**src/rtl/dcw_pkg.sv**
```systemverilog
package dcw_pkg;

  typedef enum logic [3:0] {
    ERR_NONE      = 4'd0,
    ERR_PARITY    = 4'd1,
    ERR_LINK_LEN  = 4'd4,
    ERR_LINK_PTR  = 4'd5,
    ERR_DESC_ADDR = 4'd12,
    ERR_LINK_ADDR = 4'd13,
    ERR_BOUNDARY  = 4'd15
  } err_code_e;

  typedef enum logic [3:0] {
    ST_IDLE, ST_DFETCH, ST_DCHECK, ST_JOB, ST_LIST, ST_LFETCH,
    ST_LCHECK, ST_SCHK, ST_SEG, ST_ADV, ST_NEXT, ST_DONE, ST_FAIL
  } walk_state_e;

  typedef struct packed {
    logic [2:0] engine;
    logic [3:0] format;
    logic       direct;
    logic       cbc;
    logic       enc;
  } hdr_fields_t;

  localparam logic [3:0] FMT_KEY_LOAD = 4'd8;

  function automatic hdr_fields_t decode_hdr(input logic [31:0] h);
    hdr_fields_t f;
    f.engine = h[30:28];
    f.format = h[19:16];
    f.direct = h[24];
    f.cbc    = h[3];
    f.enc    = h[2];
    return f;
  endfunction

endpackage

```
**src/rtl/dcw_word_fetch.sv**
```systemverilog
module dcw_word_fetch #(
  parameter int AW   = 32,
  parameter int DW   = 32,
  parameter int MAXN = 6,
  localparam int IDX_W = $clog2(MAXN),
  localparam int CNT_W = $clog2(MAXN + 1)
) (
  input  logic             clk,
  input  logic             rst_n,
  input  logic             go,
  input  logic [AW-1:0]    base,
  input  logic [CNT_W-1:0] nwords,
  output logic             mem_req_valid,
  input  logic             mem_req_ready,
  output logic [AW-1:0]    mem_req_addr,
  input  logic             mem_rsp_valid,
  input  logic [DW-1:0]    mem_rsp_data,
  output logic             word_valid,
  output logic [IDX_W-1:0] word_idx,
  output logic [DW-1:0]    word_data,
  output logic             word_last
);
  localparam int STEP = DW / 8;

  logic             active, waiting;
  logic [IDX_W-1:0] idx;
  logic [CNT_W-1:0] count;
  logic [AW-1:0]    addr;

  assign mem_req_valid = active & ~waiting;
  assign mem_req_addr  = addr;
  assign word_valid    = active & waiting & mem_rsp_valid;
  assign word_idx      = idx;
  assign word_data     = mem_rsp_data;
  assign word_last     = (CNT_W'(idx) + CNT_W'(1)) == count;

  always_ff @(posedge clk or negedge rst_n) begin
    if (!rst_n) begin
      active  <= 1'b0;
      waiting <= 1'b0;
      idx     <= '0;
      count   <= '0;
      addr    <= '0;
    end else if (go) begin
      active  <= 1'b1;
      waiting <= 1'b0;
      idx     <= '0;
      count   <= nwords;
      addr    <= base;
    end else begin
      if (mem_req_valid && mem_req_ready) waiting <= 1'b1;
      if (word_valid) begin
        waiting <= 1'b0;
        idx     <= idx + IDX_W'(1);
        addr    <= addr + AW'(STEP);
        if (word_last) active <= 1'b0;
      end
    end
  end


  req_hold_chk: assert property (@(posedge clk) disable iff (!rst_n)
    mem_req_valid && !mem_req_ready |=> mem_req_valid && $stable(mem_req_addr));

  req_align_chk: assert property (@(posedge clk) disable iff (!rst_n)
    mem_req_valid |-> mem_req_addr[1:0] == 2'b00);

endmodule

```
**src/rtl/dcw_seg_check.sv**
```systemverilog
module dcw_seg_check #(
  parameter int LW    = 32,
  parameter int BOUND = 256,
  localparam int OFF_W = $clog2(BOUND)
) (
  input  logic [OFF_W-1:0] offset,
  input  logic [LW-1:0]    len,
  output logic             crosses
);
  logic [LW:0] reach;
  assign reach   = {1'b0, len} + (LW + 1)'(offset);
  assign crosses = reach > (LW + 1)'(BOUND);
endmodule

```
**src/rtl/dcw_link_judge.sv**
```systemverilog
module dcw_link_judge
  import dcw_pkg::*;
#(
  parameter int AW = 32,
  parameter int LW = 32
) (
  input  logic [LW-1:0] ent_len,
  input  logic [AW-1:0] ent_ptr,
  input  logic [AW-1:0] ent_next,
  input  logic [LW-1:0] run_sum,
  input  logic [LW-1:0] list_len,
  output logic          bad,
  output err_code_e     code,
  output logic [LW-1:0] sum_after
);
  logic [LW:0] acc;
  assign acc       = {1'b0, run_sum} + {1'b0, ent_len};
  assign sum_after = acc[LW-1:0];

  always_comb begin
    bad  = 1'b1;
    code = ERR_NONE;
    if (ent_len == '0)                                  code = ERR_LINK_LEN;
    else if (ent_ptr == '0)                             code = ERR_LINK_PTR;
    else if (acc > {1'b0, list_len})                    code = ERR_LINK_LEN;
    else if (ent_next == '0 && acc != {1'b0, list_len}) code = ERR_LINK_LEN;
    else if (ent_next[1:0] != 2'b00)                    code = ERR_LINK_ADDR;
    else                                                bad  = 1'b0;
  end
endmodule

```
**src/rtl/desc_chain_walker.sv**
```systemverilog
module desc_chain_walker
  import dcw_pkg::*;
#(
  parameter int AW         = 32,
  parameter int LW         = 32,
  parameter int BOUND      = 256,
  parameter int DESC_WORDS = 6,
  parameter int LINK_WORDS = 3
) (
  input  logic          clk,
  input  logic          rst_n,
  input  logic          start,
  input  logic [AW-1:0] start_addr,
  output logic          busy,
  output logic          done,
  output logic          err,
  output logic [3:0]    err_code,
  output logic          mem_req_valid,
  input  logic          mem_req_ready,
  output logic [AW-1:0] mem_req_addr,
  input  logic          mem_rsp_valid,
  input  logic [31:0]   mem_rsp_data,
  output logic          job_valid,
  input  logic          job_ready,
  output logic [2:0]    job_engine,
  output logic [3:0]    job_format,
  output logic          job_direct,
  output logic          job_cbc,
  output logic          job_enc,
  output logic          job_iv_absent,
  output logic          seg_valid,
  input  logic          seg_ready,
  output logic [AW-1:0] seg_addr,
  output logic [LW-1:0] seg_len,
  output logic          seg_dir
);
  localparam int IDX_W = $clog2(DESC_WORDS);
  localparam int CNT_W = $clog2(DESC_WORDS + 1);
  localparam int OFF_W = $clog2(BOUND);

  walk_state_e state;
  err_code_e   err_r;

  logic [31:0]   d_hdr;
  logic [LW-1:0] d_len_a, d_len_b;
  logic [AW-1:0] d_ptr_a, d_ptr_b, d_next;
  logic [LW-1:0] l_len;
  logic [AW-1:0] l_ptr, l_next;
  logic [LW-1:0] run_sum;
  logic [AW-1:0] s_addr;
  logic [LW-1:0] s_len;
  logic          cur_list;

  logic             f_go;
  logic [AW-1:0]    f_base;
  logic [CNT_W-1:0] f_n;
  logic             w_valid, w_last;
  logic [IDX_W-1:0] w_idx;
  logic [31:0]      w_data;

  hdr_fields_t   hf;
  logic [LW-1:0] list_len;
  logic [AW-1:0] list_ptr;
  logic          j_bad, s_cross;
  err_code_e     j_code;
  logic [LW-1:0] j_sum;

  assign hf       = decode_hdr(d_hdr);
  assign list_len = cur_list ? d_len_b : d_len_a;
  assign list_ptr = cur_list ? d_ptr_b : d_ptr_a;

  dcw_word_fetch #(.AW(AW), .DW(32), .MAXN(DESC_WORDS)) u_fetch (
    .clk(clk), .rst_n(rst_n), .go(f_go), .base(f_base), .nwords(f_n),
    .mem_req_valid(mem_req_valid), .mem_req_ready(mem_req_ready),
    .mem_req_addr(mem_req_addr), .mem_rsp_valid(mem_rsp_valid),
    .mem_rsp_data(mem_rsp_data), .word_valid(w_valid), .word_idx(w_idx),
    .word_data(w_data), .word_last(w_last)
  );

  dcw_link_judge #(.AW(AW), .LW(LW)) u_judge (
    .ent_len(l_len), .ent_ptr(l_ptr), .ent_next(l_next), .run_sum(run_sum),
    .list_len(list_len), .bad(j_bad), .code(j_code), .sum_after(j_sum)
  );

  dcw_seg_check #(.LW(LW), .BOUND(BOUND)) u_bound (
    .offset(s_addr[OFF_W-1:0]), .len(s_len), .crosses(s_cross)
  );

  assign busy     = !(state inside {ST_IDLE, ST_DONE, ST_FAIL});
  assign done     = state == ST_DONE;
  assign err      = state == ST_FAIL;
  assign err_code = err_r;

  assign job_valid     = state == ST_JOB;
  assign job_engine    = hf.engine;
  assign job_format    = hf.format;
  assign job_direct    = hf.direct;
  assign job_cbc       = hf.cbc;
  assign job_enc       = hf.enc;
  assign job_iv_absent = (hf.format == FMT_KEY_LOAD) && (d_len_a == '0) && (d_ptr_a == '0);

  assign seg_valid = state == ST_SEG;
  assign seg_addr  = s_addr;
  assign seg_len   = s_len;
  assign seg_dir   = cur_list;

  always_ff @(posedge clk or negedge rst_n) begin
    if (!rst_n) begin
      state    <= ST_IDLE;
      err_r    <= ERR_NONE;
      d_hdr    <= '0;
      d_len_a  <= '0;
      d_ptr_a  <= '0;
      d_len_b  <= '0;
      d_ptr_b  <= '0;
      d_next   <= '0;
      l_len    <= '0;
      l_ptr    <= '0;
      l_next   <= '0;
      run_sum  <= '0;
      s_addr   <= '0;
      s_len    <= '0;
      cur_list <= 1'b0;
      f_go     <= 1'b0;
      f_base   <= '0;
      f_n      <= '0;
    end else begin
      f_go <= 1'b0;
      unique case (state)
        ST_IDLE, ST_DONE, ST_FAIL: begin
          if (start) begin
            if (start_addr[1:0] != 2'b00) begin
              err_r <= ERR_DESC_ADDR;
              state <= ST_FAIL;
            end else begin
              err_r  <= ERR_NONE;
              f_go   <= 1'b1;
              f_base <= start_addr;
              f_n    <= CNT_W'(DESC_WORDS);
              state  <= ST_DFETCH;
            end
          end
        end
        ST_DFETCH: begin
          if (w_valid) begin
            case (w_idx)
              IDX_W'(0): d_hdr   <= w_data;
              IDX_W'(1): d_len_a <= LW'(w_data);
              IDX_W'(2): d_ptr_a <= AW'(w_data);
              IDX_W'(3): d_len_b <= LW'(w_data);
              IDX_W'(4): d_ptr_b <= AW'(w_data);
              default:   d_next  <= AW'(w_data);
            endcase
            if (w_last) state <= ST_DCHECK;
          end
        end
        ST_DCHECK: begin
          if (^d_hdr == 1'b0) begin
            err_r <= ERR_PARITY;
            state <= ST_FAIL;
          end else begin
            state <= ST_JOB;
          end
        end
        ST_JOB: begin
          if (job_ready) begin
            cur_list <= 1'b0;
            state    <= ST_LIST;
          end
        end
        ST_LIST: begin
          if (list_len == '0) begin
            state <= ST_ADV;
          end else if (hf.direct) begin
            s_addr <= list_ptr;
            s_len  <= list_len;
            state  <= ST_SCHK;
          end else if (list_ptr == '0) begin
            err_r <= ERR_LINK_PTR;
            state <= ST_FAIL;
          end else if (list_ptr[1:0] != 2'b00) begin
            err_r <= ERR_LINK_ADDR;
            state <= ST_FAIL;
          end else begin
            run_sum <= '0;
            f_go    <= 1'b1;
            f_base  <= list_ptr;
            f_n     <= CNT_W'(LINK_WORDS);
            state   <= ST_LFETCH;
          end
        end
        ST_LFETCH: begin
          if (w_valid) begin
            case (w_idx)
              IDX_W'(0): l_len <= LW'(w_data);
              IDX_W'(1): l_ptr <= AW'(w_data);
              default:   l_next <= AW'(w_data);
            endcase
            if (w_last) state <= ST_LCHECK;
          end
        end
        ST_LCHECK: begin
          if (j_bad) begin
            err_r <= j_code;
            state <= ST_FAIL;
          end else begin
            s_addr  <= l_ptr;
            s_len   <= l_len;
            run_sum <= j_sum;
            state   <= ST_SCHK;
          end
        end
        ST_SCHK: begin
          if (s_cross) begin
            err_r <= ERR_BOUNDARY;
            state <= ST_FAIL;
          end else begin
            state <= ST_SEG;
          end
        end
        ST_SEG: begin
          if (seg_ready) begin
            if (hf.direct || l_next == '0) begin
              state <= ST_ADV;
            end else begin
              f_go   <= 1'b1;
              f_base <= l_next;
              f_n    <= CNT_W'(LINK_WORDS);
              state  <= ST_LFETCH;
            end
          end
        end
        ST_ADV: begin
          if (!cur_list) begin
            cur_list <= 1'b1;
            state    <= ST_LIST;
          end else begin
            state <= ST_NEXT;
          end
        end
        ST_NEXT: begin
          if (d_next == '0) begin
            state <= ST_DONE;
          end else if (d_next[1:0] != 2'b00) begin
            err_r <= ERR_DESC_ADDR;
            state <= ST_FAIL;
          end else begin
            f_go   <= 1'b1;
            f_base <= d_next;
            f_n    <= CNT_W'(DESC_WORDS);
            state  <= ST_DFETCH;
          end
        end
        default: state <= ST_IDLE;
      endcase
    end
  end


  seg_hold_chk: assert property (@(posedge clk) disable iff (!rst_n)
    seg_valid && !seg_ready |=> seg_valid && $stable(seg_addr) && $stable(seg_len) && $stable(seg_dir));

  job_hold_chk: assert property (@(posedge clk) disable iff (!rst_n)
    job_valid && !job_ready |=> job_valid && $stable({job_engine, job_format, job_direct, job_cbc, job_enc, job_iv_absent}));

  seg_bound_chk: assert property (@(posedge clk) disable iff (!rst_n)
    seg_valid |-> ({1'b0, seg_len} + (LW + 1)'(seg_addr[OFF_W-1:0])) <= (LW + 1)'(BOUND));

  seg_nonzero_chk: assert property (@(posedge clk) disable iff (!rst_n)
    seg_valid |-> seg_len != '0);

  fail_quiet_chk: assert property (@(posedge clk) disable iff (!rst_n)
    err |-> !mem_req_valid && !seg_valid && !job_valid && err_code != 4'd0);

  fail_hold_chk: assert property (@(posedge clk) disable iff (!rst_n)
    err && !start |=> err && $stable(err_code));

  status_excl_chk: assert property (@(posedge clk) disable iff (!rst_n)
    $onehot0({busy, done, err}));

  one_stream_chk: assert property (@(posedge clk) disable iff (!rst_n)
    $onehot0({seg_valid, job_valid, mem_req_valid}));

endmodule

```
**config.mk**
```make
export PLATFORM = sky130hd
export DESIGN_NAME = desc_chain_walker
export DESIGN_NICKNAME = d
export VERILOG_FILES = /design/src/rtl/dcw_pkg.sv /design/src/rtl/dcw_word_fetch.sv /design/src/rtl/dcw_seg_check.sv /design/src/rtl/dcw_link_judge.sv /design/src/rtl/desc_chain_walker.sv
export SDC_FILE = /design/constraint.sdc
export NUM_CORES = 1
export LEC_CHECK = 0
export ABC_AREA = 1
export BUFFER_PORTS_ARGS = -buffer_cell sky130_fd_sc_hd__buf_2
export CAP_MARGIN = 40
export CORE_MARGIN = 10
export CORE_UTILIZATION = 45
export DETAILED_ROUTE_END_ITERATION = 16
export PLACE_DENSITY_LB_ADDON = 0.15
export SKIP_LAST_GASP = 1
export SLEW_MARGIN = 20
export SYNTH_ARGS = -nofsm -noshare
export SYNTH_HDL_FRONTEND = slang
export SYNTH_SLANG_ARGS = --single-unit
```
**constraint.sdc**
```tcl
create_clock -name clk -period 4.8 [get_ports clk]
set_input_delay 0.24 -clock clk [delete_from_list [all_inputs] [get_ports clk]]
set_output_delay 0.24 -clock clk [all_outputs]
set_load 0.01 [all_outputs]
```
=== Word level (Yosys, flattened, before mapping) ===
Index checks and enable logic that the tools add are counted.

* Flip-flop bits (word level): 469
* Bits of input ports: 71
* Output and inout bits: 118
* Logic and storage cells: 227

* $add $sub $neg: 4
* Order comparisons: 2
* Equality and inequality tests: 41
* Muxes and demuxes: 103
* Bitwise operators: 6
* Reduce and logical (&&, ||, !) cells: 48

{| class="wikitable"
|+ Operators by type and width
! cell !! count
|-
| 2-to-1 mux 32 bit || 25
|-
| zero test 32 bit || 8
|-
| case mux 32 bit (2 select lines) || 3
|-
| 2-to-1 mux 4 bit || 34
|-
| case mux 32 bit (4 select lines) || 1
|-
| case mux 4 bit (11 select lines) || 1
|-
| 2-to-1 mux 3 bit || 13
|-
| adder 32 x 32 -> 33 bit || 1
|-
| adder 32 x 8 -> 33 bit || 1
|-
| > comparator 33 x 32 -> 1 bit || 1
|-
| > comparator 33 x 9 -> 1 bit, second input constant || 1
|-
| inequality test 33 x 32 -> 1 bit || 1
|-
| adder 32 x 3 -> 32 bit, second input constant || 1
|-
| XOR reduction 32 bit || 1
|-
| inequality test 2 bit, second input constant || 15
|-
| AND reduction 3 bit || 9
|-
| equality test 4 bit, second input constant || 6
|-
| case mux 4 bit (6 select lines) || 1
|-
| 2-to-1 mux 1 bit || 22
|-
| equality test 4 x 3 -> 1 bit, second input constant || 4
|-
| nonzero test 2 bit || 8
|-
| inequality test 2 x 1 -> 1 bit, second input constant || 6
|-
| case mux 3 bit (4 select lines) || 1
|-
| AND reduction 11 bit || 1
|-
| 28 further kinds || 39
|}

=== Depth between registers and ports, before layout ===
Gate-level depths: netlist (run 1).

* Depth in word-level cells: 9
* Mapped depth: 29
* Gate-level depth less buffers: 29

=== Hierarchy ===
From an unflattened synthesis (run 1), not the netlist that was laid out.

* Cells, all modules: 3812
* Area, all modules: 27385.0 µm²

{| class="wikitable"
|+ By module, submodules not included
! module !! instances !! cells an instance !! area each (µm²) !! seq. area each (µm²)
|-
| desc_chain_walker || 1 || 2570 || 20043.0 || 10735.3
|-
| dcw_link_judge || 1 || 523 || 3071.7 || 0.0
|-
| dcw_word_fetch || 1 || 404 || 2803.9 || 1001.0
|-
| dcw_seg_check || 1 || 315 || 1466.4 || 0.0
|}

=== Worst setup path before layout (run 1) ===
Ideal clock, no wire load.

* Path kind: register -> register
* From: register l_len[0]
* To: register s_len[21] (netlist: seg_len[21])
* Setup time: 117 ps
* Arrival time: 3734 ps
* Required time: 4683 ps
* Setup slack: 948 ps
* Stages on the path, launching flop included: 26
* Buffers on the path: 1
* Period minus slack after synthesis: 3852 ps
* Cells stage by stage: dfrtp_1 ha_1 inv_1 fa_1 o21ai_2 a21oi_2 o21ai_2 nand3_1 o21ai_0 nand4_1 nand2_1 xor2_1 inv_1 ha_1 nand2_1 nor4_1 nand2_1 nor2_1 nand3_1 a21oi_1 nand2_1 nand2_2 nand3_4 buf_2 nand2_1 nand2_1

* Longest elaborated chain between the ends: 9
* Elaborated cells on any way between the ends: 11
* Classes of those cells: 1 x add/sub; 1 x order compare; 2 x eq/ne; 4 x mux; 3 x reduce/logical

{| class="wikitable"
|+ Ends and longest elaborated chain
! item !! line !! source
|-
| start, declared || desc_chain_walker.sv:47 || <nowiki>logic [LW-1:0] l_len;</nowiki>
|-
| start signal, assigned || desc_chain_walker.sv:195 || <nowiki>IDX_W'(0): l_len <= LW'(w_data);</nowiki>
|-
| parallel branches: the longest is 6 deep, another holds adder 32 x 32 -> 33 bit || -- ||
|-
| 2-to-1 mux 1 bit (*) || dcw_link_judge.sv:23 || <nowiki>if (ent_len == '0) code = ERR_LINK_LEN;</nowiki>
|-
| inequality test 2 bit (no source line) (*) || -- ||
|-
| AND reduction 4 bit (no source line) (*) || -- ||
|-
| end signal, assigned || desc_chain_walker.sv:176 || <nowiki>s_len <= list_len;</nowiki>
|-
| end signal, assigned || desc_chain_walker.sv:208 || <nowiki>s_len <= l_len;</nowiki>
|-
| end, declared || desc_chain_walker.sv:51 || <nowiki>logic [LW-1:0] s_len;</nowiki>
|}

Every way passes the cells marked *.
A chain may end at the register's enable or synchronous reset.

=== Final worst setup path (run 1) ===
* From: register l_len[0]
* To: register s_addr[9] (netlist: seg_addr[9])

* Longest elaborated chain between the ends: 9
* Elaborated cells on any way between the ends: 11
* Classes of those cells: 1 x add/sub; 1 x order compare; 2 x eq/ne; 4 x mux; 3 x reduce/logical

{| class="wikitable"
|+ Ends and longest elaborated chain
! item !! line !! source
|-
| parallel branches: the longest is 6 deep, another holds adder 32 x 32 -> 33 bit || -- ||
|-
| 2-to-1 mux 1 bit (*) || dcw_link_judge.sv:23 ||
|-
| inequality test 2 bit (no source line) (*) || -- ||
|-
| AND reduction 4 bit (no source line) (*) || -- ||
|-
| end signal, assigned || desc_chain_walker.sv:175 || <nowiki>s_addr <= list_ptr;</nowiki>
|-
| end signal, assigned || desc_chain_walker.sv:207 || <nowiki>s_addr <= l_ptr;</nowiki>
|-
| end, declared || desc_chain_walker.sv:50 || <nowiki>logic [AW-1:0] s_addr;</nowiki>
|}

Marks and branches as above.

==> key figures, run 1 <==
Synthesis
  • Post-synth top area share: 45.7%
  • Post-synthesis sequential area ratio: 45.7%
  • Mux share of post-synthesis cell area: 0.273%
  • Yosys warns: 0
  • FF+latch count, synth: 469
  • Unique masters post-synth: 55
  • Most area-consuming cells after synthesis: dfrtp_1 (46%), nand2_1 (17%), o21ai_0 (7.5%)
  • Post-synth EDFFs: 0
  • Async SR Flop Fraction: 100%
  • Mapped cell area: 0.0257 sq mm
  • Dominant cell type by area after synthesis: dfrtp_1
  • Mapped Nets: 3452
  • Combinational family with the most area after synthesis: simple AND/OR/NAND/NOR gates
  • Post-synthesis compound-gate area fraction: 12.9%
  • Synth Area in Adders: 4.06%
  • Post-Syn Instances: 3299
  • Xor and xnor area share after synthesis: 3.58%
  • Synth Flop Type: dfrtp_1
  • Simple-Gate Fraction of Synth Area: 27.1%
  • Post-Syn Area per Cell: 7.78 sq um

Floorplan
  • CORE AREA: 0.0564 sq mm
  • Total I/O pin count: 189
  • Initial core utilization: 45.5%
  • Chip Height: 259 um
  • Die X: 259 um
  • Cell Rows: 87
  • Die area: 0.0670 sq mm

Detailed routing
  • DR iter-0 viols: 2596
  • DR pass1 iterations: 5
  • Via count: 23800
  • Antenna viol nets, final: 0
  • Via/cell ratio: 5.55
  • Post-DR wirelength/cell: 21.1 um
  • Routed Wire Length: 90600 um
  • # DRC: 0

Power and ir drop
  • Static leakage: 15.1 nW
  • Peak VDD IR: 397 uV
  • PD cells: 682 mW/mm^2

Critical path
  • Kind of critical path: flop to flop
  • CP arrival: 4.98 ns
  • Slowest CP cell: fa_1
  • Critical Path Start Type: flop
  • Most used cell, CP: nand2_1
  • Max stage delay on crit path: 0.42 ns
  • Reg2Reg Depth: 26
  • Required time worst endpoint: 5.28 ns
  • Crit. End Element: flop
  • Worst r2r src: l_len[0]$_DFFE_PN0P_
  • Worst R2R End: seg_addr[9]$_DFFE_PN0P_
  • CP max FO: 7
  • R2r setup slk: 0.30 ns

Final layout
  • Area delta synth->final: 16.1%
  • Design Area, Final: 0.0298 sq mm
  • Share of cells above drive strength 1: 11.6%
  • FF/Latch Area: 0.0117 sq mm
  • Most common cell after layout, fill and taps aside: nand2_1
  • Fillers: 5483
  • Nets: 3644
  • Ant. Diodes: 0
  • Finished Layout Cells: 4288
  • Commonest cells after routing, fill and taps aside: nand2_1 (1131), dfrtp_1 (468), o21ai_0 (383)
  • Area of the multi-input gates: 0.0124 sq mm
  • Core Util, Final: 52.8%

Global routing
  • GRT Util Overall: 26.2%
  • Vias in the first global route: 22300
  • Met2 usage: 40.2%
  • GRT Residual Overflow: 0
  • Largest net degree at the start of global routing: 137
  • Initial antenna violation count: 1
  • Global-route wire length before repair: 137000 um
  • M3 GR Usage: 4.12%
  • GRT busiest layer: met2
  • Met1 Track Usage GR: 37.7%

Timing
  • Setup ws final: 0.298 ns
  • Final hold viol count: 0
  • Clock skew: 0.0457 ns
  • Max Fclk: 222 MHz
  • Final Critical Period: 4.50 ns
  • Worst-margin pin slew: 0.974 ns
  • Period utilization: 93.8%
  • Total negative setup slack: 0 ns
  • Slew Viols, Final: 0
  • Max_slew headroom: 34.4%
  • Final setup fails: 0

CTS
  • Clk root buf: clkbuf_16
  • H-tree lvl count: 2
  • Buffer depth of the longest clock path: 3
  • Clk sink count: 469
  • CTS tree: yes
  • Cts bufs inserted: 55
  • Clock transition at path regs: 0.06 ns
  • Clock latency on the worst-skew pair: 0.64 ns

Min path
  • Hold path start: start_addr[0]
  • Hold Crit Depth: 3
  • Worst Hold End: f_base[0]$_DFFE_PN0P_
  • Min-delay worst type: input pin to flop

Placed design
  • # port buffers: 188
  • Dpl cell area: 0.0274 sq mm
  • Dpl hpwl: 67200 um
  • Dpl ws: 0.217 ns
  • Placer Congestion: 0.944
  • Dpl cells: 4146

Status
  • Status: finished clean

Job
  • MaxCap Viol Count: 0
how the worst max path moves through the flow:
| stage | from | to | slack, ns | cells past startpoint |
|---|---|---|---|---|
| finish | l_len[0]$_DFFE_PN0P_ | seg_addr[9]$_DFFE_PN0P_ | 0.30 | 26 |
| global route | l_len[0]$_DFFE_PN0P_ | seg_len[10]$_DFFE_PN0P_ | -0.02 | 27 |
| CTS | l_len[0]$_DFFE_PN0P_ | seg_addr[23]$_DFFE_PN0P_ | 0.22 | 25 |
| detailed placement | l_len[0]$_DFFE_PN0P_ | seg_addr[28]$_DFFE_PN0P_ | 0.22 | 25 |
| global placement | l_len[12]$_DFFE_PN0P_ | seg_addr[30]$_DFFE_PN0P_ | 0.32 | 22 |
| floorplan | l_len[0]$_DFFE_PN0P_ | seg_len[21]$_DFFE_PN0P_ | 0.95 | 25 |
cells by family (layout without fill, tap and decap cells):
group | after synthesis | after routing
flip-flops | 469 | 469
multiplexers | 7 | 7
XOR/XNOR | 105 | 105
buffers and inverters | 389 | 622
AO/OA/AOI/OAI | 590 | 590
AND/OR/NAND/NOR | 1657 | 1657
adder cells (fa/ha/maj) | 82 | 82
layout make-up:
type / instances / share of cell area [%]
Timing Repair Buffer: 285 / 6.68
Multi-Input combinational cell: 2441 / 41.5
Sequential cell: 469 / 39.4
Tap cell: 756 / 3.17
Clock buffer: 82 / 5.47
Inverter: 239 / 3.01
Clock inverter: 16 / 0.785
metal layers:
metal,share of wire [%],vias to the layer above,wire length (um)
met5,0,-,0
met4,2.4,0,2160
met3,6.9,122,6220
met2,45,868,40400
met1,46,11500,41800
li1,-,11300,-
worst max-delay path: cells and delay by family (launching register included):
kind | cells | cell delay [ns]
AO/OA/AOI/OAI | 4 | 0.69
buffers and inverters | 4 | 0.51
flip-flops | 1 | 0.37
AND/OR/NAND/NOR | 14 | 1.70
XOR/XNOR | 1 | 0.16
adder cells (fa/ha/maj) | 3 | 0.89
cells in the mapped netlist (3+ instances only):
| cell | instances |
|---|---|
| a31oi_1 | 35 |
| inv_2 | 7 |
| xnor2_1 | 44 |
| ha_1 | 80 |
| a221oi_1 | 31 |
| buf_1 | 12 |
| or2_0 | 6 |
| nor3_2 | 3 |
| xor2_1 | 61 |
| nand2_2 | 11 |
| buf_6 | 11 |
| o21a_1 | 14 |
| mux2i_1 | 7 |
| buf_2 | 26 |
| o21bai_1 | 6 |
| a211oi_1 | 3 |
| nand4_1 | 104 |
| or2_2 | 9 |
| buf_4 | 10 |
| nor2_1 | 192 |
| o21ai_2 | 14 |
| nand3_1 | 90 |
| clkbuf_1 | 90 |
| inv_1 | 230 |
| a21oi_1 | 59 |
| o21ai_1 | 12 |
| nor2_2 | 8 |
| nor3_1 | 27 |
| dfrtp_1 | 469 |
| nand3b_1 | 4 |
| a21boi_0 | 3 |
| o21ai_0 | 384 |
| o211ai_1 | 17 |
| nand2_1 | 1134 |
| or2_1 | 4 |
| nor4_1 | 56 |
report_power, final:
part           internal, mW  leakage (nW)  total (mW)  switching, mW
Combinational          3.31          7.86        9.49           6.18
Clock                  2.56         0.913        4.31           1.74
Sequential             5.25          6.32        6.54           1.29
Total                  11.1          15.1        20.3           9.22
through the flow:
stage	hold WS (ns)	power, mW
floorplan	-0.0556	12.4
global placement	0.236	15.6
detailed placement	0.242	15.8
CTS	0.00251	20.2
global route	0.0426	21.7
finish	0.0225	20.3
what timing repair did:
action | CTS | global route
hold buffers | 30 | 0
hold endpoints to repair | 97 | 0
resized for setup | 0 | 12
buffers inserted | 0 | 5
endpoints found under the setup margin | 0 | 101
No activity file was read; power rests on OpenSTA's default activity.
==> run 2, diff against run 1 <==
--- a/config.mk
+++ b/config.mk
@@ -5,7 +5,6 @@
 export SDC_FILE = /design/constraint.sdc
 export NUM_CORES = 1
 export LEC_CHECK = 0
-export ABC_AREA = 1
 export BUFFER_PORTS_ARGS = -buffer_cell sky130_fd_sc_hd__buf_2
 export CAP_MARGIN = 40
 export CORE_MARGIN = 10
==> run 2 against run 1 <==
Wire length down 6.5%. Critical path depth down 3. Non-clock buffer count up 105. Synthesized cell count down 30%. Cell count down 21%. Critical path type unchanged. Critical endpoint is now err_code[3]$_DFFE_PN0P_. Largest power group unchanged. Highest routed layer unchanged.
==> key figures, run 2 <==
Status
  • Status: finished clean (unchanged)

Floorplan
  • Total I/O pin count: 189 (unchanged)
  • Cell Rows: 85 (was 87)
  • CORE AREA: 0.0541 sq mm (was 0.0564 sq mm)
  • Die area: 0.0648 sq mm (was 0.0670 sq mm)
  • Die X: 255 um (was 259 um)
  • Initial core utilization: 45.8% (was 45.5%)
  • Chip Height: 255 um (was 259 um)

Placed design
  • Placer Congestion: 0.942 (was 0.944)
  • Dpl hpwl: 60900 um (was 67200 um)
  • Dpl cells: 3227 (was 4146)
  • Dpl ws: -0.431 ns (was 0.217 ns)
  • # port buffers: 188 (unchanged)
  • Dpl cell area: 0.0273 sq mm (was 0.0274 sq mm)

CTS
  • Cts bufs inserted: 52 (was 55)
  • CTS tree: yes (unchanged)
  • H-tree lvl count: 2 (unchanged)
  • Clock latency on the worst-skew pair: 0.62 ns (was 0.64 ns)
  • Buffer depth of the longest clock path: 3 (unchanged)
  • Clk root buf: clkbuf_16 (unchanged)
  • Clock transition at path regs: 0.06 ns (about the same)
  • Clk sink count: 469 (unchanged)

Synthesis
  • Unique masters post-synth: 81 (was 55)
  • FF+latch count, synth: 469 (unchanged)
  • Post-synth EDFFs: 0 (unchanged)
  • Mapped Nets: 2478 (was 3452)
  • Dominant cell type by area after synthesis: dfrtp_1 (unchanged)
  • Synth Flop Type: dfrtp_1 (unchanged)
  • Post-Syn Instances: 2325 (was 3299)
  • Post-synth top cells: dfrtp_1 (469), mux2_2 (335), nand2_1 (238) (was nand2_1 (1134), dfrtp_1 (469), o21ai_0 (384))
  • Most area-consuming cells after synthesis: dfrtp_1 (47%), mux2_2 (15%), ha_1 (4.0%) (was dfrtp_1 (46%), nand2_1 (17%), o21ai_0 (7.5%))
  • Async SR Flop Fraction: 100% (unchanged)
  • Yosys warns: 0 (unchanged)
  • Post-synth top area share: 47.4% (was 45.7%)
  • Post-synthesis sequential area ratio: 47.4% (was 45.7%)
  • Post-Syn Area per Cell: 10.7 sq um (was 7.78 sq um)
  • Count leader, synth: dfrtp_1 (was nand2_1)
  • Mapped cell area: 0.0248 sq mm (was 0.0257 sq mm)

Detailed routing
  • Antenna viol nets, final: 0 (unchanged)
  • Routed Wire Length: 84800 um (was 90600 um)
  • Post-DR wirelength/cell: 25.0 um (was 21.1 um)
  • DR iter-0 viols: 2022 (was 2596)
  • Via count: 20300 (was 23800)
  • # DRC: 0 (unchanged)
  • Via/cell ratio: 5.99 (was 5.55)
  • DR pass1 iterations: 5 (unchanged)

Global routing
  • Global-route wire length before repair: 125000 um (was 137000 um)
  • Initial antenna violation count: 6 (was 1)
  • GRT Util Overall: 25.3% (was 26.2%)
  • GRT Residual Overflow: 0 (unchanged)
  • Largest net degree at the start of global routing: 139 (was 137)
  • Vias in the first global route: 20000 (was 22300)

Power and ir drop
  • Sequential Power Share: 32.3% (was 32.2%)
  • Peak VDD IR: 484 uV (was 397 uV)
  • Clock Power Share: 19.7% (was 21.2%)
  • Sw power: 8.73 mW (was 9.22 mW)
  • PD cells: 687 mW/mm^2 (was 682 mW/mm^2)
  • Int Power: 12.3 mW (was 11.1 mW)
  • Logic pwr share: 48.0% (was 46.7%)
  • Total power draw: 21.0 mW (was 20.3 mW)
  • Switching part of the total: 41.5% (was 45.3%)
  • Static leakage: 14.7 nW (was 15.1 nW)

Timing
  • Final setup fails: 0 (unchanged)
  • Setup ws final: 0.00491 ns (was 0.298 ns)
  • Worst-margin pin slew: 0.812 ns (was 0.974 ns)
  • Worst hold slack: 0.0529 ns (was 0.0225 ns)
  • Max Fclk: 209 MHz (was 222 MHz)
  • Clock skew: 0.0222 ns (was 0.0457 ns)
  • Period utilization: 99.9% (was 93.8%)
  • Final Critical Period: 4.80 ns (was 4.50 ns)
  • Slew Viols, Final: 0 (unchanged)
  • Total negative setup slack: 0 ns (unchanged)
  • Final hold viol count: 0 (unchanged)
  • Max_slew headroom: 44.3% (was 34.4%)
  • RSZ-0062 raised after global routing: yes

Final layout
  • Area delta synth->final: 23.6% (was 16.1%)
  • Share of cells above drive strength 1: 34.8% (was 11.6%)
  • Fillers: 4678 (was 5483)
  • Design Area, Final: 0.0306 sq mm (was 0.0298 sq mm)
  • Commonest cells after routing, fill and taps aside: dfrtp_1 (467), mux2_2 (334), nand2_1 (196) (was nand2_1 (1131), dfrtp_1 (468), o21ai_0 (383))
  • Finished Layout Cells: 3390 (was 4288)
  • Most common cell after layout, fill and taps aside: dfrtp_1 (was nand2_1)
  • Core Util, Final: 56.6% (was 52.8%)
  • Nets: 2804 (was 3644)

Critical path
  • Crit. End Element: flop (unchanged)
  • R2r setup slk: 0.005 ns (was 0.30 ns)
  • Critical Path Start Type: flop (unchanged)
  • Kind of critical path: flop to flop (unchanged)
  • Required time worst endpoint: 5.29 ns (was 5.28 ns)
  • CP arrival: 5.29 ns (was 4.98 ns)
  • CP max FO: 4 (was 7)

Job
  • MaxCap Viol Count: 0 (unchanged)

Min path
  • Min-delay worst type: input pin to flop (unchanged)
run 2: cell count changes after synthesis, moves of 33 or more:
cell     change
mux2i_1     +61
o21ai_0    -211
mux2_2     +335
inv_1      -193
nand4_1     -74
nand3_1     -36
nor2_1      -45
a221o_1     +33
a21oi_1     +69
nand2_1    -896
run 2: path summary, 6_finish.rpt:
path                       cells past startpoint                       to                    from
max                                           23  err_code[3]$_DFFE_PN0P_  run_sum[0]$_DFFE_PN0P_
min                                            3    f_base[8]$_DFFE_PN0P_           start_addr[8]
max reg2reg                                   23  err_code[3]$_DFFE_PN0P_  run_sum[0]$_DFFE_PN0P_
min reg2reg                                    1       f_n[1]$_DFFE_PN0P_      f_n[1]$_DFFE_PN0P_
max in group asynchronous                      3           f_go$_DFF_PN0_                   rst_n
min in group asynchronous                      2  d_len_a[10]$_DFFE_PN0P_                   rst_n
run 2: power groups by stage:
stage | clock network (mW) | logic [mW] | registers [mW]
after floorplan | 0 | 5.53 | 6.36
after global placement | 0 | 8.62 | 6.72
after detailed placement | 0 | 8.74 | 6.78
after CTS | 4.20 | 8.96 | 6.72
after global routing | 4.35 | 10.8 | 6.97
final | 4.14 | 10.1 | 6.79
run 2: area by class of cell:
cell class,count,area (sq um),area share (%)
flip-flops and latches,469,11700,38.4
well taps,696,871,2.84
multi-input cells,1700,13100,42.9
clock buffers,74,1500,4.91
inverters,38,143,0.466
diodes,2,5.00,0.0163
repair buffers,390,2940,9.62
clock inverters,21,268,0.875
run 2: logic make-up after synthesis:
group	count (synthesis)	share of synthesized area, %
compound gates	482	12.2
xor+xnor	88	3.28
fa+ha+maj	82	4.20
buf+inv	158	2.68
flops	469	47.4
mux	406	18.2
simple gates	640	12.1
run 2: timing repair:
item,in CTS,in global routing
hold buffers,26,0
setup endpoints to repair,102,102
setup buffers,5,16
pin swaps,8,69
gates resized for setup,22,216
hold endpoints to repair,121,0
gates cloned,0,18
run 2: layer usage:
layer  GRT usage (%)  routed length [um]  vias up
met5               0                   0        -
met4            8.31                2500        0
met3            4.90                6080      132
met2            37.9               37800      695
met1            36.1               38400    10300
li1                -                   -     9137
run 2: critical path, stage by stage (launching register included):
cell	delay (ns)
dfrtp_1	0.36
ha_2	0.19
inv_2	0.04
fa_2	0.38
nor2b_4	0.16
buf_6	0.10
o21a_1	0.12
o211ai_1	0.13
nand3_1	0.17
o21ai_2	0.10
o21ai_2	0.19
nand3_1	0.14
mux2_4	0.35
ha_4	0.29
nand3_4	0.09
nor4_4	0.29
nand2_1	0.13
o221ai_2	0.22
o21ai_4	0.12
buf_6	0.14
a31oi_4	0.19
nand3_2	0.11
a211o_4	0.35
mux2_4	0.30
